==> src/rtl/spi_rt_pkg.sv <==
package spi_rt_pkg;
  typedef enum logic [1:0] {TGT_NONE, TGT_GPIO, TGT_DAC, TGT_ADC} tgt_e;
endpackage

==> src/rtl/spi_rt_sync.sv <==
module spi_rt_sync #(
  parameter int          W       = 3,
  parameter int          STAGES  = 2,
  parameter logic [W-1:0] RST_VAL = '0
) (
  input  logic         clk_i,
  input  logic         rst_ni,
  input  logic [W-1:0] d_i,
  output logic [W-1:0] q_o
);
  logic [W-1:0] pipe [STAGES];

  for (genvar g = 0; g < STAGES; g++) begin : g_stage
    if (g == 0) begin : g_first
      always_ff @(posedge clk_i or negedge rst_ni)
        if (!rst_ni) pipe[g] <= RST_VAL;
        else         pipe[g] <= d_i;
    end else begin : g_next
      always_ff @(posedge clk_i or negedge rst_ni)
        if (!rst_ni) pipe[g] <= RST_VAL;
        else         pipe[g] <= pipe[g-1];
    end
  end

  assign q_o = pipe[STAGES-1];
endmodule

==> src/rtl/spi_rt_frame.sv <==
module spi_rt_frame #(
  parameter int DW     = 8,
  parameter int BCNT_W = 3
) (
  input  logic              clk_i,
  input  logic              rst_ni,
  input  logic              sclk_s_i,
  input  logic              cs_s_ni,
  input  logic              mosi_s_i,
  output logic              fall_o,
  output logic              bnd_o,
  output logic [BCNT_W-1:0] byte_cnt_o,
  output logic [DW-1:0]     rx_o
);
  localparam int BIT_W = $clog2(DW);

  logic             sclk_q, pend_q, rise;
  logic [BIT_W-1:0] bit_cnt;

  assign rise   = sclk_s_i & ~sclk_q & ~cs_s_ni;
  assign fall_o = ~sclk_s_i & sclk_q & ~cs_s_ni;
  // byte boundary: first falling edge after the last bit of a byte
  assign bnd_o  = fall_o & pend_q;

  always_ff @(posedge clk_i or negedge rst_ni) begin
    if (!rst_ni) begin
      sclk_q     <= 1'b0;
      pend_q     <= 1'b0;
      bit_cnt    <= '0;
      byte_cnt_o <= '0;
      rx_o       <= '0;
    end else begin
      sclk_q <= sclk_s_i;
      if (cs_s_ni) begin
        pend_q     <= 1'b0;
        bit_cnt    <= '0;
        byte_cnt_o <= '0;
      end else begin
        if (rise) begin
          rx_o <= {rx_o[DW-2:0], mosi_s_i};
          if (bit_cnt == BIT_W'(DW-1)) begin
            bit_cnt <= '0;
            pend_q  <= 1'b1;
            if (byte_cnt_o != '1) byte_cnt_o <= byte_cnt_o + 1'b1;
          end else begin
            bit_cnt <= bit_cnt + 1'b1;
          end
        end
        if (bnd_o) pend_q <= 1'b0;
      end
    end
  end
endmodule

==> src/rtl/spi_rt_gpio_cmd.sv <==
module spi_rt_gpio_cmd #(
  parameter int DW     = 8,
  parameter int AW     = 5,
  parameter int BCNT_W = 3
) (
  input  logic              clk_i,
  input  logic              rst_ni,
  input  logic              cs_s_ni,
  input  logic              en_i,
  input  logic              fall_i,
  input  logic              bnd_i,
  input  logic [BCNT_W-1:0] byte_cnt_i,
  input  logic [DW-1:0]     rx_i,
  input  logic [DW-1:0]     reg_rdata_i,
  output logic [AW-1:0]     reg_addr_o,
  output logic [DW-1:0]     reg_wdata_o,
  output logic              reg_we_o,
  output logic              reg_re_o,
  output logic              miso_o
);
  logic          wr_q, rd_act_q;
  logic [DW-1:0] tx_q;
  logic          cmd_end, dat_end;
  logic          unused_cmd_bits;

  assign unused_cmd_bits = ^rx_i[DW-2:AW];
  assign cmd_end = bnd_i & en_i & (byte_cnt_i == BCNT_W'(2));
  assign dat_end = bnd_i & en_i & (byte_cnt_i == BCNT_W'(3));

  always_ff @(posedge clk_i or negedge rst_ni) begin
    if (!rst_ni) begin
      wr_q        <= 1'b0;
      rd_act_q    <= 1'b0;
      tx_q        <= '0;
      reg_addr_o  <= '0;
      reg_wdata_o <= '0;
      reg_we_o    <= 1'b0;
      reg_re_o    <= 1'b0;
    end else begin
      reg_we_o <= 1'b0;
      reg_re_o <= 1'b0;
      if (cs_s_ni) begin
        wr_q     <= 1'b0;
        rd_act_q <= 1'b0;
      end else begin
        if (cmd_end) begin
          wr_q       <= rx_i[DW-1];
          reg_addr_o <= rx_i[AW-1:0];
          reg_re_o   <= ~rx_i[DW-1];
        end
        // read data is valid the cycle the address is presented
        if (reg_re_o) begin
          tx_q     <= reg_rdata_i;
          rd_act_q <= 1'b1;
        end
        if (dat_end) begin
          rd_act_q <= 1'b0;
          if (wr_q) begin
            reg_we_o    <= 1'b1;
            reg_wdata_o <= rx_i;
          end
        end else if (fall_i && rd_act_q) begin
          tx_q <= {tx_q[DW-2:0], 1'b0};
        end
      end
    end
  end

  assign miso_o = rd_act_q & tx_q[DW-1];
endmodule

==> src/rtl/spi_cs_router.sv <==
module spi_cs_router
  import spi_rt_pkg::*;
#(
  parameter int          DW          = 8,
  parameter int          AW          = 5,
  parameter int          BCNT_W      = 3,
  parameter int          SYNC_STAGES = 2,
  parameter logic [DW-1:0] GPIO_CODE = 8'h01,
  parameter logic [DW-1:0] DAC_CODE  = 8'h02,
  parameter logic [DW-1:0] ADC_CODE  = 8'h03
) (
  input  logic          clk_i,
  input  logic          rst_ni,
  input  logic          sclk_i,
  input  logic          cs_ni,
  input  logic          mosi_i,
  output logic          miso_o,
  output logic          dac_cs_no,
  output logic          dac_sclk_o,
  output logic          dac_mosi_o,
  input  logic          dac_miso_i,
  output logic          adc_cs_no,
  output logic          adc_sclk_o,
  output logic          adc_mosi_o,
  input  logic          adc_miso_i,
  output logic [AW-1:0] reg_addr_o,
  output logic [DW-1:0] reg_wdata_o,
  output logic          reg_we_o,
  output logic          reg_re_o,
  input  logic [DW-1:0] reg_rdata_i
);
  logic              sclk_s, mosi_s, cs_s_n;
  logic              fall, bnd, gpio_miso;
  logic [BCNT_W-1:0] byte_cnt;
  logic [DW-1:0]     rx;
  tgt_e              tgt_q;
  logic              dac_sel, adc_sel;

  spi_rt_sync #(.W(3), .STAGES(SYNC_STAGES), .RST_VAL(3'b001)) u_sync (
    .clk_i (clk_i),
    .rst_ni(rst_ni),
    .d_i   ({sclk_i, mosi_i, cs_ni}),
    .q_o   ({sclk_s, mosi_s, cs_s_n})
  );

  spi_rt_frame #(.DW(DW), .BCNT_W(BCNT_W)) u_frame (
    .clk_i     (clk_i),
    .rst_ni    (rst_ni),
    .sclk_s_i  (sclk_s),
    .cs_s_ni   (cs_s_n),
    .mosi_s_i  (mosi_s),
    .fall_o    (fall),
    .bnd_o     (bnd),
    .byte_cnt_o(byte_cnt),
    .rx_o      (rx)
  );

  always_ff @(posedge clk_i or negedge rst_ni) begin
    if (!rst_ni)                                 tgt_q <= TGT_NONE;
    else if (cs_s_n)                             tgt_q <= TGT_NONE;
    else if (bnd && byte_cnt == BCNT_W'(1)) begin
      if      (rx == GPIO_CODE) tgt_q <= TGT_GPIO;
      else if (rx == DAC_CODE)  tgt_q <= TGT_DAC;
      else if (rx == ADC_CODE)  tgt_q <= TGT_ADC;
      else                      tgt_q <= TGT_NONE;
    end
  end

  spi_rt_gpio_cmd #(.DW(DW), .AW(AW), .BCNT_W(BCNT_W)) u_gpio (
    .clk_i      (clk_i),
    .rst_ni     (rst_ni),
    .cs_s_ni    (cs_s_n),
    .en_i       (tgt_q == TGT_GPIO),
    .fall_i     (fall),
    .bnd_i      (bnd),
    .byte_cnt_i (byte_cnt),
    .rx_i       (rx),
    .reg_rdata_i(reg_rdata_i),
    .reg_addr_o (reg_addr_o),
    .reg_wdata_o(reg_wdata_o),
    .reg_we_o   (reg_we_o),
    .reg_re_o   (reg_re_o),
    .miso_o     (gpio_miso)
  );

  // target changes only while sclk_s is low, so routed clocks start clean
  assign dac_sel    = (tgt_q == TGT_DAC);
  assign adc_sel    = (tgt_q == TGT_ADC);
  assign dac_cs_no  = ~dac_sel | cs_ni;
  assign adc_cs_no  = ~adc_sel | cs_ni;
  assign dac_sclk_o = dac_sel & sclk_s;
  assign adc_sclk_o = adc_sel & sclk_s;
  assign dac_mosi_o = dac_sel & mosi_s;
  assign adc_mosi_o = adc_sel & mosi_s;

  always_comb begin
    miso_o = 1'b0;
    if (!cs_ni) begin
      unique case (tgt_q)
        TGT_GPIO: miso_o = gpio_miso;
        TGT_DAC:  miso_o = dac_miso_i;
        TGT_ADC:  miso_o = adc_miso_i;
        default:  miso_o = 1'b0;
      endcase
    end
  end
endmodule

==> config.mk <==
export PLATFORM = sky130hd
export DESIGN_NAME = spi_cs_router
export DESIGN_NICKNAME = d
export VERILOG_FILES = /design/src/rtl/spi_rt_pkg.sv /design/src/rtl/spi_rt_sync.sv /design/src/rtl/spi_rt_frame.sv /design/src/rtl/spi_rt_gpio_cmd.sv /design/src/rtl/spi_cs_router.sv
export SDC_FILE = /design/constraint.sdc
export NUM_CORES = 1
export LEC_CHECK = 0
export ABC_AREA = 1
export BUFFER_PORTS_ARGS = -buffer_cell sky130_fd_sc_hd__buf_2
export CAP_MARGIN = 20
export CORE_ASPECT_RATIO = 0.5
export CORE_MARGIN = 2
export CORE_UTILIZATION = 50
export CTS_CLUSTER_SIZE = 14
export DETAILED_ROUTE_END_ITERATION = 8
export GPL_TIMING_DRIVEN = 0
export HOLD_SLACK_MARGIN = 0.05
export PLACE_DENSITY_LB_ADDON = 0.12
export SYNTH_ARGS = -nofsm -noshare
export SYNTH_HDL_FRONTEND = slang
export SYNTH_HIERARCHICAL = 1
export SYNTH_SLANG_ARGS = --single-unit
==> constraint.sdc <==
create_clock -name clk_i -period 2.3 [get_ports clk_i]
set_input_delay 0.46 -clock clk_i [delete_from_list [all_inputs] [get_ports clk_i]]
set_output_delay 0.46 -clock clk_i [all_outputs]
set_load 0.05 [all_outputs]
==> results of run 1 <==
[path summary, 6_finish.rpt]
| kind | endpoint | slack [ns] | cells past startpoint |
|---|---|---|---|
| setup / recovery | u_gpio/reg_addr_o[1] | 0.35 | 11 |
| hold / removal | u_gpio/tx_q[6] | 0.06 | 1 |
| setup reg to reg | u_gpio/reg_addr_o[1] | 0.35 | 11 |
| hold reg to reg | u_sync/q_o[2] | 0.36 | 0 |
| max in group asynchronous | u_gpio/reg_wdata_o[0] | 1.75 | 2 |
| min in group clk_i | u_sync/pipe[5] | 0.25 | 1 |
[cell usage after synthesis]
library cell  number
o21ai_0            4
nand2_4            1
nor2_1            20
ha_1               4
nand2_1           98
buf_4              4
dfstp_2            2
nor2_4             2
a21oi_1            9
nand2_2            7
inv_1             28
inv_2              4
nand3_2            1
buf_12             1
o21bai_4           1
nor2_2             3
buf_6              4
nand3_1           30
clkinv_2           1
o21ai_1            1
o21ai_2            4
nor3_1             2
nand3_4            1
o21bai_1           2
inv_4              3
dfrtp_1           47
nand4_2            1
[layout make-up]
type	count	area [um2]	area share, %
tap	66	82.58	2.972
sequential	49	1229	44.21
clock buffer	6	82.58	2.972
buffer	9	95.09	3.422
multi-input combinational	191	928.4	33.41
clock inverter	2	17.52	0.6303
inverter	36	143.9	5.178
timing repair buffer	37	200.2	7.204
[sequential cells by signal, indices dropped and copies added, names as in the netlist, 2 cells and up]
register and count:
u_gpio/tx_q 8, u_gpio/reg_wdata_o 8, u_frame/rx_o 8, u_gpio/reg_addr_o 5, u_frame/byte_cnt_o 3, tgt_q 2, u_sync/pipe 3, u_frame/bit_cnt 3
u_sync/q_o 3
[cell families after synthesis]
group / share of synthesized area, %
AO/OA/AOI/OAI: 5.796
adder cells (fa/ha/maj): 2.089
buffers and inverters: 9.974
flip-flops: 51.28
AND/OR/NAND/NOR: 30.86
[metal layers]
metal  vias up  global-route usage [%]  wire (um)
met1       891                   26.45       2354
met4         0                   5.333         41
met5         -                       0          0
met2        31                   29.61       1988
met3         7                   4.359        173
li1        973                       -          -
[power groups by stage]
stage	combinational [mW]	sequential [mW]	clock, mW
after floorplan	0.130	0.972	0
after global placement	0.178	0.987	0
after detailed placement	0.183	0.989	0
after CTS	0.184	0.972	0.568
after global routing	0.220	0.983	0.591
final	0.185	0.972	0.548
[cell usage in the layout (no fill, tap or decap)]
| cell | count |
|---|---|
| ha_1 | 4 |
| nor2_1 | 20 |
| o21ai_1 | 1 |
| clkbuf_8 | 6 |
| inv_4 | 3 |
| o21bai_1 | 2 |
| nand2_1 | 98 |
| nand3_4 | 1 |
| a21oi_1 | 9 |
| nand2_2 | 7 |
| clkinv_4 | 1 |
| buf_6 | 4 |
| nand3_2 | 1 |
| nand2_4 | 1 |
| o21ai_0 | 4 |
| clkinv_2 | 1 |
| buf_12 | 2 |
| nor3_1 | 2 |
| o21bai_4 | 1 |
| inv_6 | 1 |
| nand4_2 | 1 |
| dfstp_2 | 2 |
| o21ai_2 | 4 |
| buf_2 | 36 |
| dfrtp_1 | 47 |
| inv_2 | 4 |
| nor2_2 | 3 |
| inv_1 | 28 |
| nor2_4 | 2 |
| buf_4 | 4 |
| nand3_1 | 30 |
==> results.json, run 1 <==
{
  "outcome": "completed",
  "critPathLaunchType": "flip-flop",
  "viasPerCell": 4.803,
  "wl_per_cell_um": 11.51,
  "routed_wl_mm": 4.558,
  "drt.antenna.violating_nets": 0,
  "antenna_found_initial": 0,
  "area_growth_pct": 15.98,
  "numCtsBuffers": 5,
  "clockBufferDepth": 2,
  "timing.critical_path.mode_cell": "nand2_1",
  "cts-root-buf": "clkbuf_8",
  "synth_top_cell_by_area": "dfrtp_1",
  "holdWs_ns": 0.05534,
  "synth_top_area_share_pct": 49.09,
  "grt_pass1_vias": 1735,
  "h-tree-depth": 2,
  "rsz0062_at_grt": "false",
  "syn_avg_cell_area_um2": 8.407,
  "crit_buf_inv": 3,
  "worst_slack_ns": 0.3524,
  "cts_sinks": 49,
  "syn-num-nets": 304,
  "r2r-start": "u_sync/q_o[2]",
  "overflow": 0,
  "end_kind": "flip-flop",
  "yosys_warnings": 6,
  "initial_utilization_pct": 53.14,
  "synthCells": 285,
  "critPathSlowestCell": "nor3_1",
  "worstPathRequired_ns": 2.50,
  "finalSetupViolCount": 0,
  "power.density_nw_per_um2": 613.7,
  "final_cells": 396,
  "vdd_drop_max_v": 0.0002627,
  "switching_power_mw": 0.4647,
  "synth_cell_types": 27,
  "seq_power_share_pct": 57.0,
  "ios": 37,
  "min_period_over_period_pct": 84.68,
  "slew_headroom_pct": 67.08,
  "dp_cells": 387,
  "postCtsHoldBufs": 0,
  "cts_setup_buffers": 0,
  "rows": 17,
  "finalCriticalPeriod_ns": 1.948,
  "drcViolationCount": 0,
  "die_h_um": 52.95,
  "skew_ns": 0.009261,
  "firstDrtPassIters": 4,
  "antennaDiodeCount": 0,
  "vias": 1902,
  "finish.utilization_pct": 61.63,
  "dr.first_iter.drc_count": 54,
  "drive_above_1_share_pct": 25.76,
  "setup_tns_ns": 0,
  "max_freq_mhz": 513.5,
  "p_total_mw": 1.705,
  "cp_max_fo": 8,
  "clkTransAtPathRegs_ns": 0.09,
  "grt_max_degree": 50,
  "startpoint": "u_sync/q_o[2]",
  "clk_latency_ns": 0.30,
  "switching_share_pct": 27.25,
  "grt_first_pass_wirelength_mm": 7.776,
  "ys_ff_latch": 49,
  "final_area_um2": 2779,
  "place_area_um2": 2659,
  "worstMarginPinSlew_ns": 0.4900,
  "synth.cell_area_um2": 2396,
  "maxCapViolCount": 0,
  "portBuffers": 36,
  "dp_hpwl_mm": 3.277,
  "power_frac_clock_pct": 32.1,
  "critical_path_class": "flip-flop to flip-flop",
  "die_x_um": 101.9,
  "p_comb_share_pct": 10.9,
  "fill_cells": 410,
  "final_hold_viol_count": 0,
  "slew_viol_final": 0,
  "synth.area.top_cells": "dfrtp_1 (49%), nand2_1 (15%), nand3_1 (6.3%), inv_1 (4.4%), nor2_1 (3.1%)",
  "p_leak_nw": 1.577,
  "die_area_um2": 5396,
  "crit_chain": "buf_4 > inv_1 > nand2_1 > nor3_1 > nand2_1 > nor2_1 > nand2_1 > nor2_4 > inv_4 > nand2_1 > nand2_1",
  "tritoncts": "built",
  "gp_congestion": 0.8264,
  "ys_seq_area_share_pct": 51.28,
  "grt.total_usage_pct": 18.88,
  "post_cts_resized": 0,
  "cpPeakStageDelay_ns": 0.40,
  "path_delay_family": "simple AND/OR/NAND/NOR gates",
  "nets": 348,
  "coreArea_um2": 4509,
  "dp_slack_ns": 0.3838,
  "worstPathArrival_ns": 2.14,
  "hold_class": "input pin to async pin",
  "intPower_mw": 1.241
}
Power figures use the tool's default switching activity.
==> inputs of run 2 (changes only) <==
==> constraint.sdc (replaced) <==
create_clock -name clk_i -period 1.7 [get_ports clk_i]
set_input_delay 0.34 -clock clk_i [delete_from_list [all_inputs] [get_ports clk_i]]
set_output_delay 0.34 -clock clk_i [all_outputs]
set_load 0.05 [all_outputs]
==> results.json, run 2 (synthesis gave the netlist of run 1 again) <==
{
  "min_from": "sclk_i",
  "drcViolationCount": 0,
  "die_h_um": 52.95,
  "timing.critical_path.mode_cell": "nand2_1",
  "gp_congestion": 0.8264,
  "clockBufferDepth": 2,
  "numCtsBuffers": 5,
  "grt.total_usage_pct": 19.12,
  "clkTransAtPathRegs_ns": 0.10,
  "worstPathRequired_ns": 1.36,
  "mostFrequentLayoutCell": "nand2_1",
  "ios": 37,
  "top_regs": "u_frame/rx_o (8), u_gpio/reg_wdata_o (8), u_gpio/tx_q (8)",
  "cp_max_fo": 4,
  "tritoncts": "built",
  "hold_class": "input pin to flip-flop",
  "viasPerCell": 4.916,
  "worst_slack_ns": 0.003915,
  "final_cell_mix": "nand2_1 (95), dfrtp_1 (45), buf_2 (34)",
  "rsz0062_at_grt": "true",
  "grt_max_degree": 50,
  "initial_utilization_pct": 53.14,
  "wl_per_cell_um": 11.85,
  "die_area_um2": 5396,
  "switching_power_mw": 0.6353,
  "grt_first_pass_wirelength_mm": 7.872,
  "p_leak_nw": 1.633,
  "h-tree-depth": 2,
  "switching_share_pct": 27.42,
  "worstMarginPinSlew_ns": 0.3618,
  "slew_viol_final": 0,
  "clk_latency_ns": 0.31,
  "dr.first_iter.drc_count": 72,
  "rows": 17,
  "portBuffers": 36,
  "vias": 1981,
  "grt_pass1_vias": 1769,
  "slew_headroom_pct": 75.88,
  "final_hold_viol_count": 0,
  "worstPathArrival_ns": 1.36,
  "routed_wl_mm": 4.776,
  "intPower_mw": 1.682,
  "startpoint": "tgt_q[0]",
  "die_x_um": 101.9,
  "crit_chain": "inv_2 > nor2_4 > nand2_1 > nand3_2 > nand2_1 > inv_1 > buf_6",
  "min_period_over_period_pct": 99.77,
  "firstDrtPassIters": 4,
  "drive_above_1_share_pct": 29.67,
  "max_freq_mhz": 589.6,
  "coreArea_um2": 4509,
  "cts_sinks": 49,
  "critPathLaunchType": "flip-flop",
  "finalSetupViolCount": 0,
  "area_growth_pct": 20.52,
  "power.density_nw_per_um2": 802.4,
  "outcome": "completed",
  "nets": 355,
  "seq_power_share_pct": 56.8,
  "power_frac_clock_pct": 32.1,
  "cpPeakStageDelay_ns": 0.43,
  "end_kind": "primary output",
  "dp_hpwl_mm": 3.277,
  "antennaDiodeCount": 0,
  "cts-root-buf": "clkbuf_8",
  "dp_slack_ns": -0.2162,
  "p_total_mw": 2.317,
  "overflow": 0,
  "finalCriticalPeriod_ns": 1.696,
  "r2r-start": "u_sync/q_o[2]",
  "crit_buf_inv": 3,
  "drt.antenna.violating_nets": 0,
  "p_comb_share_pct": 11.1,
  "maxCapViolCount": 0,
  "critical_path_class": "flip-flop to primary output",
  "skew_ns": 0.009322,
  "critPathSlowestCell": "dfrtp_1",
  "path_delay_family": "flip-flops",
  "vdd_drop_max_v": 0.0003553,
  "antenna_found_initial": 0
}
[run 2: path summary, 6_finish.rpt]
kind                       cells after the start              to  slack (ns)
max in group asynchronous                      3   u_sync/q_o[2]        0.72
hold / removal                                 1  u_sync/pipe[5]        0.13
setup / recovery                               7          miso_o       0.004
setup reg to reg                               9  u_gpio/tx_q[0]        0.12
min in group asynchronous                      2  u_gpio/tx_q[6]        0.47
hold reg to reg                                0   u_sync/q_o[2]        0.36
[run 2: power groups by stage]
| stage | sequential, mW | combinational, mW | clock (mW) |
|---|---|---|---|
| 2_1_floorplan | 1.32 | 0.176 | 0 |
| 3_3_place_gp | 1.34 | 0.241 | 0 |
| 3_5_place_dp | 1.34 | 0.248 | 0 |
| 4_1_cts | 1.32 | 0.253 | 0.769 |
| 5_1_grt | 1.33 | 0.301 | 0.800 |
| 6_report | 1.32 | 0.256 | 0.744 |
[run 2: area by class of cell]
| class | instances | area [um2] |
|---|---|---|
| inverter | 36 | 143.9 |
| timing repair buffer | 45 | 275.3 |
| tap | 66 | 82.58 |
| sequential | 49 | 1231 |
| multi-input combinational | 191 | 967.2 |
| buffer | 8 | 87.58 |
| clock buffer | 6 | 82.58 |
| clock inverter | 2 | 17.52 |
| fill | 396 | 1622 |
[run 2: metrics by stage]
stage / setup TNS, ns / hold WS, ns / area [um2] / std cells / util, %
floorplan: 0 / 0.04441 / 2396 / 285 / -
global placement: -3.207 / 0.3346 / 2659 / 387 / 58.96
detailed placement: -4.038 / 0.3387 / 2659 / 387 / 58.96
CTS: 0 / 0.1191 / 2798 / 398 / 62.04
global route: -0.05287 / 0.1231 / 2888 / 403 / 64.04
finish: 0 / 0.1289 / 2888 / 403 / 64.04
[run 2: layer usage]
metal | global-route usage, % | vias up | share of wire [%]
met5 | 0 | - | 0
met4 | 5.556 | 0 | 1.6
met3 | 4.491 | 14 | 4.0
met2 | 29.93 | 45 | 44
met1 | 26.75 | 937 | 51
li1 | - | 985 | -
[run 2: repair_timing]
| item | 4_1_cts | 5_1_grt |
|---|---|---|
| endpoints found under the setup margin | 25 | 27 |
| pin swaps | 5 | 4 |
| gates resized for setup | 5 | 12 |
| buffers inserted | 3 | 4 |
| hold buffers | 0 | 1 |
| hold endpoints to repair | 0 | 12 |
